File: config.mk
export PLATFORM = sky130hd
export DESIGN_NAME = ow_srch_walker
export DESIGN_NICKNAME = d
export VERILOG_FILES = /design/src/rtl/ow_srch_pkg.sv /design/src/rtl/ow_srch_branch.sv /design/src/rtl/ow_srch_idasm.sv /design/src/rtl/ow_srch_walker.sv
export SDC_FILE = /design/constraint.sdc
export NUM_CORES = 1
export LEC_CHECK = 0
export ABC_AREA = 1
export BUFFER_PORTS_ARGS = -buffer_cell sky130_fd_sc_hd__buf_4
export CORE_UTILIZATION = 55
export CTS_BUF_LIST = sky130_fd_sc_hd__clkbuf_4
export DETAILED_ROUTE_END_ITERATION = 7
export MAX_ROUTING_LAYER = met4
export PLACE_DENSITY_LB_ADDON = 0.3
export SYNTH_ARGS = -nofsm -noshare
export SYNTH_HDL_FRONTEND = slang
export SYNTH_SLANG_ARGS = --single-unit
File: constraint.sdc
create_clock -name clk -period 2.2 [get_ports clk]
set_input_delay 0.11 -clock clk [delete_from_list [all_inputs] [get_ports clk]]
set_output_delay 0.11 -clock clk [all_outputs]
set_load 0.05 [all_outputs]
File: src/rtl/ow_srch_pkg.sv
package ow_srch_pkg;
    typedef enum logic [2:0] {
        S_IDLE, S_RESET, S_CMD, S_RD_T, S_RD_C, S_WRITE
    } walk_state_t;

    typedef enum logic [1:0] {
        OP_RESET = 2'd0, OP_WRITE = 2'd1, OP_READ = 2'd2
    } slot_op_t;

    typedef enum logic [1:0] {
        E_NONE = 2'd0, E_NO_PRESENCE = 2'd1, E_BOTH_ONES = 2'd2, E_DEPTH = 2'd3
    } walk_err_t;

    localparam int ID_BITS = 64;
endpackage

File: src/rtl/ow_srch_branch.sv
module ow_srch_branch #(
    parameter int PATH_W = 32
) (
    input  logic clk,
    input  logic rst_n,
    input  logic search_init,
    input  logic pass_init,
    input  logic disc_ev,
    input  logic commit,
    output logic take_one,
    output logic depth_ovf,
    output logic next_nz
);
    localparam logic [PATH_W-1:0] ONE = PATH_W'(1);

    logic [PATH_W-1:0] path_q, next_q, pos_q;

    assign take_one  = |(pos_q & path_q);
    assign depth_ovf = (pos_q == '0);
    assign next_nz   = |next_q;

    always_ff @(posedge clk) begin
        if (!rst_n) begin
            path_q <= '0;
            next_q <= '0;
            pos_q  <= ONE;
        end else begin
            if (search_init)
                path_q <= '0;
            else if (commit)
                path_q <= next_q;

            if (search_init || pass_init) begin
                next_q <= '0;
                pos_q  <= ONE;
            end else if (disc_ev) begin
                if (!take_one)
                    next_q <= (path_q & (pos_q - ONE)) | pos_q;
                pos_q <= pos_q << 1;
            end
        end
    end

    // the controller never resolves a discrepancy once the mask is used up
    a_r9_no_disc_past_mask: assert property (@(posedge clk) disable iff (!rst_n)
        disc_ev |-> !depth_ovf);
    // at most one position pointer bit
    a_r6_pos_onehot: assert property (@(posedge clk) disable iff (!rst_n)
        $onehot0(pos_q));
endmodule

File: src/rtl/ow_srch_idasm.sv
module ow_srch_idasm #(
    parameter int MAX_IDS = 4,
    parameter int CNT_W   = $clog2(MAX_IDS + 1),
    parameter int ADDR_W  = $clog2(MAX_IDS * 8)
) (
    input  logic              clk,
    input  logic              rst_n,
    input  logic              clear,
    input  logic              bit_ev,
    input  logic              bit_val,
    output logic              last_bit,
    output logic [CNT_W-1:0]  count,
    output logic              id_we,
    output logic [ADDR_W-1:0] id_addr,
    output logic [7:0]        id_wdata
);
    logic [5:0]        bit_idx_q;
    logic [6:0]        sh_q;
    logic [CNT_W-1:0]  count_q;
    logic              we_q;
    logic [ADDR_W-1:0] addr_q;
    logic [7:0]        data_q;

    assign last_bit = (bit_idx_q == 6'd63);
    assign count    = count_q;
    assign id_we    = we_q;
    assign id_addr  = addr_q;
    assign id_wdata = data_q;

    always_ff @(posedge clk) begin
        if (!rst_n) begin
            bit_idx_q <= '0;
            sh_q      <= '0;
            count_q   <= '0;
            we_q      <= 1'b0;
            addr_q    <= '0;
            data_q    <= '0;
        end else begin
            we_q <= 1'b0;
            if (clear) begin
                bit_idx_q <= '0;
                count_q   <= '0;
            end else if (bit_ev) begin
                bit_idx_q <= bit_idx_q + 6'd1;
                sh_q      <= {bit_val, sh_q[6:1]};
                if (bit_idx_q[2:0] == 3'd7) begin
                    we_q   <= 1'b1;
                    data_q <= {bit_val, sh_q};
                    addr_q <= ADDR_W'(count_q) * ADDR_W'(8) + ADDR_W'(bit_idx_q[5:3]);
                end
                if (bit_idx_q == 6'd63)
                    count_q <= count_q + CNT_W'(1);
            end
        end
    end

    a_r8_count_cap: assert property (@(posedge clk) disable iff (!rst_n)
        32'(count_q) <= MAX_IDS);
    a_r7_addr_in_range: assert property (@(posedge clk) disable iff (!rst_n)
        we_q |-> (32'(addr_q) < MAX_IDS * 8));
endmodule

File: src/rtl/ow_srch_walker.sv
module ow_srch_walker
    import ow_srch_pkg::*;
#(
    parameter int         MAX_IDS  = 4,
    parameter int         PATH_W   = 32,
    parameter logic [7:0] CMD_CODE = 8'hF0,
    localparam int        CNT_W    = $clog2(MAX_IDS + 1),
    localparam int        ADDR_W   = $clog2(MAX_IDS * 8)
) (
    input  logic              clk,
    input  logic              rst_n,
    input  logic              start,
    output logic              busy,
    output logic              done,
    output logic [1:0]        err_code,
    output logic [CNT_W-1:0]  found_count,
    output logic              slot_req,
    output logic [1:0]        slot_op,
    output logic              slot_wbit,
    input  logic              slot_done,
    input  logic              slot_rbit,
    output logic              id_we,
    output logic [ADDR_W-1:0] id_addr,
    output logic [7:0]        id_wdata
);
    walk_state_t state_q, state_d;
    walk_err_t   err_q, err_d;
    logic [2:0]  cmd_idx_q;
    logic        tbit_q, chosen_q, chosen_d, done_q;
    logic        search_init, pass_init, disc_ev, commit, bit_ev, fin;
    logic        take_one, depth_ovf, next_nz, last_bit;

    ow_srch_branch #(.PATH_W(PATH_W)) u_branch (
        .clk(clk), .rst_n(rst_n), .search_init(search_init), .pass_init(pass_init),
        .disc_ev(disc_ev), .commit(commit), .take_one(take_one),
        .depth_ovf(depth_ovf), .next_nz(next_nz)
    );

    ow_srch_idasm #(.MAX_IDS(MAX_IDS), .CNT_W(CNT_W), .ADDR_W(ADDR_W)) u_idasm (
        .clk(clk), .rst_n(rst_n), .clear(search_init), .bit_ev(bit_ev),
        .bit_val(chosen_q), .last_bit(last_bit), .count(found_count),
        .id_we(id_we), .id_addr(id_addr), .id_wdata(id_wdata)
    );

    // next state and control strobes
    always_comb begin
        state_d     = state_q;
        err_d       = E_NONE;
        chosen_d    = chosen_q;
        search_init = 1'b0;
        pass_init   = 1'b0;
        disc_ev     = 1'b0;
        commit      = 1'b0;
        bit_ev      = 1'b0;
        fin         = 1'b0;
        unique case (state_q)
            S_IDLE: if (start) begin
                search_init = 1'b1;
                state_d     = S_RESET;
            end
            S_RESET: if (slot_done) begin
                if (slot_rbit) begin
                    state_d = S_CMD;
                end else begin
                    fin     = 1'b1;
                    err_d   = E_NO_PRESENCE;
                    state_d = S_IDLE;
                end
            end
            S_CMD: if (slot_done && cmd_idx_q == 3'd7) state_d = S_RD_T;
            S_RD_T: if (slot_done) state_d = S_RD_C;
            S_RD_C: if (slot_done) begin
                if (tbit_q && slot_rbit) begin
                    fin     = 1'b1;
                    err_d   = E_BOTH_ONES;
                    state_d = S_IDLE;
                end else if (!tbit_q && !slot_rbit) begin
                    if (depth_ovf) begin
                        fin     = 1'b1;
                        err_d   = E_DEPTH;
                        state_d = S_IDLE;
                    end else begin
                        disc_ev  = 1'b1;
                        chosen_d = take_one;
                        state_d  = S_WRITE;
                    end
                end else begin
                    chosen_d = tbit_q;
                    state_d  = S_WRITE;
                end
            end
            S_WRITE: if (slot_done) begin
                bit_ev = 1'b1;
                if (!last_bit) begin
                    state_d = S_RD_T;
                end else if (next_nz && (32'(found_count) + 32'd1 < 32'(MAX_IDS))) begin
                    commit    = 1'b1;
                    pass_init = 1'b1;
                    state_d   = S_RESET;
                end else begin
                    fin     = 1'b1;
                    state_d = S_IDLE;
                end
            end
            default: state_d = S_IDLE;
        endcase
    end

    // state register and datapath registers
    always_ff @(posedge clk) begin
        if (!rst_n) begin
            state_q   <= S_IDLE;
            err_q     <= E_NONE;
            cmd_idx_q <= '0;
            tbit_q    <= 1'b0;
            chosen_q  <= 1'b0;
            done_q    <= 1'b0;
        end else begin
            state_q  <= state_d;
            chosen_q <= chosen_d;
            done_q   <= fin;
            if (search_init)
                cmd_idx_q <= '0;
            else if (state_q == S_CMD && slot_done)
                cmd_idx_q <= cmd_idx_q + 3'd1;
            if (state_q == S_RD_T && slot_done)
                tbit_q <= slot_rbit;
            if (search_init)
                err_q <= E_NONE;
            else if (fin)
                err_q <= err_d;
        end
    end

    // outputs
    always_comb begin
        busy      = (state_q != S_IDLE);
        slot_req  = busy;
        done      = done_q;
        err_code  = err_q;
        slot_wbit = 1'b0;
        slot_op   = OP_RESET;
        unique case (state_q)
            S_IDLE, S_RESET: slot_op = OP_RESET;
            S_CMD: begin
                slot_op   = OP_WRITE;
                slot_wbit = CMD_CODE[cmd_idx_q];
            end
            S_RD_T, S_RD_C: slot_op = OP_READ;
            S_WRITE: begin
                slot_op   = OP_WRITE;
                slot_wbit = chosen_q;
            end
            default: slot_op = OP_RESET;
        endcase
    end

    a_r1_pass_opens_with_reset: assert property (@(posedge clk) disable iff (!rst_n)
        $rose(busy) |-> slot_op == OP_RESET);
    a_r4_differ_writes_true: assert property (@(posedge clk) disable iff (!rst_n)
        (state_q == S_RD_C && slot_done && (tbit_q != slot_rbit)) |=> (slot_wbit == $past(tbit_q)));
    a_r5_both_ones_abort: assert property (@(posedge clk) disable iff (!rst_n)
        (state_q == S_RD_C && slot_done && tbit_q && slot_rbit) |=> (done && err_code == E_BOTH_ONES));
    a_r10_start_ignored: assert property (@(posedge clk) disable iff (!rst_n)
        (busy && start && !slot_done) |=> busy);
    a_r11_done_pulse: assert property (@(posedge clk) disable iff (!rst_n)
        done |=> !done);
endmodule

==> key figures <==
Power and ir drop
  • Cell-internal power: 0.003281 W
  • Pwr/cell area: 646.0 nW/µm²
  • P_leak: 2.657 nW
  • Sw Share: 0.2610
  • VDD IR max: about 0.00040 V
  • Register share of total power: 0.567
  • Clock power share: 0.355
  • Psw: 0.001158 W
  • Comb power frac: 0.078

Synth
  • Post-Syn Area per Cell: 7.000 µm²
  • Synth top area share: 0.4444
  • Post-synth top cells: nand2_1, dfxtp_1, nor2_1, inv_1, a21oi_1
  • Mapped Nets: 899
  • Sequential-to-total area share from yosys stat: 0.4444
  • Library cells used by synthesis: 34
  • Synth Flop Type: dfxtp_1
  • Asr flop ratio synth: 0
  • Synth Cell Area: a little over 6000 µm²
  • EDFF count, synth: 0
  • Yosys reg bits: 138
  • Count leader, synth: nand2_1
  • Top post-synthesis cells by area: dfxtp_1, nand2_1, a21oi_1
  • Post-Syn Instances: 888
  • Yosys warning count: 0
  • Yosys top cell by area: dfxtp_1

STA
  • Sum Neg Setup Slack: 0 ns
  • Hold Vio Cnt, Final: 0
  • F_max: 490.1 MHz
  • Fin crit share: 0.9274
  • Relative slew slack: 0.6297
  • RSZ-0062 raised after global routing: false
  • Setup ws final: 0.1596 ns
  • Worst Skew: roughly 0.021 ns
  • Fin crit period: 2.040 ns
  • Setup violators final: 0
  • Max-slew violation count: 0
  • Worst-Margin Slew: 0.5513 ns
  • Hold Slack: ~0.44 ns

GRT
  • Number of antenna violations at the first check in global routing: 0
  • Vias in the first global route: 5,006
  • Total Routing Usage GR: 0.2695
  • Total gr overflow: 0
  • First-pass GRT wire length: 23.77 mm
  • Largest net degree at the start of global routing: 39

Die
  • Starting density of the core: 0.5684
  • Die area: 11,730 µm²
  • Core footprint: between 10,000 and 15,000 µm²
  • Die Height: 108.3 µm
  • Top-Level Pins: 30
  • Die Wd: roughly 110 µm
  • Rows: 38

Clock network
  • Root Buffer: clkbuf_4
  • Bufs on Longest Clock Path: 2
  • H-tree Lvls: 4
  • CTS sink cnt: 138
  • Clk slew on worst S/H paths: ~0.12 ns
  • TritonCTS clock tree: built
  • TritonCTS Buffers: 17
  • Clock Latency Late Sink: approximately 0.55 ns

Critical path
  • Slowest Stage Delay on Critical Path: around 0.35 ns
  • CP Class: reg2reg
  • CP Data Required Time: 2.63 ns
  • Cell repeated most along the worst path: nor2_4
  • Critical-path top delay cell: dfxtp_1
  • Worst Path Max Fanout: 20
  • Critical path cell sequence: inv_1 > ha_1 > nand3_1 > nor2_4 > nand2_1 > nor2_4 > nor2_4 > nand2_2 > inv_2 > buf_4 > o21ai_0 > nor2_1
  • R2R setup slack: 0.16 ns
  • Worst path bufs/invs: 3
  • Startpoint class of the critical path: register
  • Crit. End Element: register
  • CP arrival: 2.47 ns
  • Crit-path leading delay family: simple AND/OR/NAND/NOR gates

Route
  • Number of DRC markers in iteration 0: 439
  • DR vias/cell: between 5 and 6
  • DRT Pass-1 Iters: 5
  • Drt total wl: 14.65 mm
  • WL/cell: between 10 and 15 µm
  • # DRC: 0
  • Via Count: 5,704
  • Final ANT Viol Nets: 0

Finish
  • Antenna cell count: 0
  • Final Instance Area: 6872 µm²
  • P&R area growth vs syn: 10.55%
  • Layout cells sized above 1: 0.1110
  • Final nets: 935

Placement
  • PortBufs: 29
  • Pre-CTS setup slack: 0.1413 ns
  • HPWL after DPL: 10.29 mm
  • Placed Area: 6539 µm²
  • GP Congestion: between 0.9 and 1

Hold path
  • HP Class: in2reg

Run status
  • Status: finished clean

Run
  • Max cap viols: 0
through the flow:
| step | instances | total power [W] | util |
|---|---|---|---|
| after global placement | 1040 | 0.002908 | 0.5979 |
| after global routing | 1077 | 0.004608 | 0.6284 |
| after detailed placement | 1040 | 0.002908 | 0.5979 |
| final | 1077 | 0.004439 | 0.6284 |
| after floorplan | 888 | 0.002826 | - |
| after CTS | 1077 | 0.004468 | 0.6269 |
worst paths after layout:
| path | startpoint | endpoint | depth (start not counted) |
|---|---|---|---|
| min reg2reg | u_idasm.sh_q[0]$_SDFFE_PN0P_ | u_idasm.sh_q[0]$_SDFFE_PN0P_ | 2 |
| max | u_branch.pos_q[0]$_SDFFE_PP1P_ | u_branch.next_q[27]$_SDFFE_PP0P_ | 12 |
| max reg2reg | u_branch.pos_q[0]$_SDFFE_PP1P_ | u_branch.next_q[27]$_SDFFE_PP0P_ | 12 |
| min | slot_done | cmd_idx_q[1]$_SDFFE_PP0P_ | 4 |
sequential cells by signal, indices dropped and copies added (netlist names), 5 cells and up, named ones only:
register	count
u_idasm.sh_q	7
u_branch.pos_q	32
u_branch.path_q	32
u_idasm.id_wdata	8
u_idasm.bit_idx_q	6
u_branch.next_q	32
u_idasm.id_addr	5
worst min-delay path, cell delays in order:
cell and delay, ns:
dlygate4sd3_1 0.53, buf_4 0.17, nand3_1 0.08, a21oi_1 0.06
logic make-up after synthesis:
group	count (synthesis)	synth area share
xor gates and xnor gates	1	0.001409
and+or+nand+nor	370	0.2500
DFF	138	0.4444
adders and majority gates	6	0.01208
buffers and inverters	151	0.1071
AOI/OAI and AO/OA	222	0.1850
power groups by stage:
stage          Sequential (W)  Combinational, W  Clock (W)
3_3_place_gp          0.00257          0.000335          0
6_report              0.00252          0.000348    0.00158
2_1_floorplan         0.00258          0.000250          0
4_1_cts               0.00252          0.000343    0.00161
3_5_place_dp          0.00257          0.000335          0
5_1_grt               0.00252          0.000380    0.00171
per-layer routing:
layer / track usage / routed length [µm] / vias up
li1: - / - / 2948
met1: 0.3681 / 7152 / 2567
met2: 0.3944 / 6319 / 166
met3: 0.05485 / 1004 / 23
met4: 0.09556 / 172 / 0
met5: - / 0 / -
final cells by class:
cell class / instances / area, µm²
sequential: 138 / 2763
fill: 1037 / 4064
multi-input combinational: 599 / 2798
timing repair buffer: 52 / 431.7
inverter: 116 / 437.9
clock buffer: 18 / 135.1
clock inverter: 14 / 131.4
tap: 140 / 175.2
layout by cell type (no fill, tap or decap), types with 8 or more instances in the layout:
master	n
o21ai_0	74
nand3_1	23
inv_1	105
nand4_1	9
nor3_1	22
o21ai_1	31
dfxtp_1	138
a21oi_1	98
nor2_1	124
nand2_1	171
o22ai_1	8
inv_2	9
buf_4	44
clkbuf_4	18
what timing repair did:
item / in CTS / in global routing
hold endpoints to repair: 28 / 0
hold buffers: 5 / 0
buffers inserted: 0 / 0
resized for setup: 0 / 5
setup endpoints to repair: 0 / 14
(Power assumes the default switching activity.)
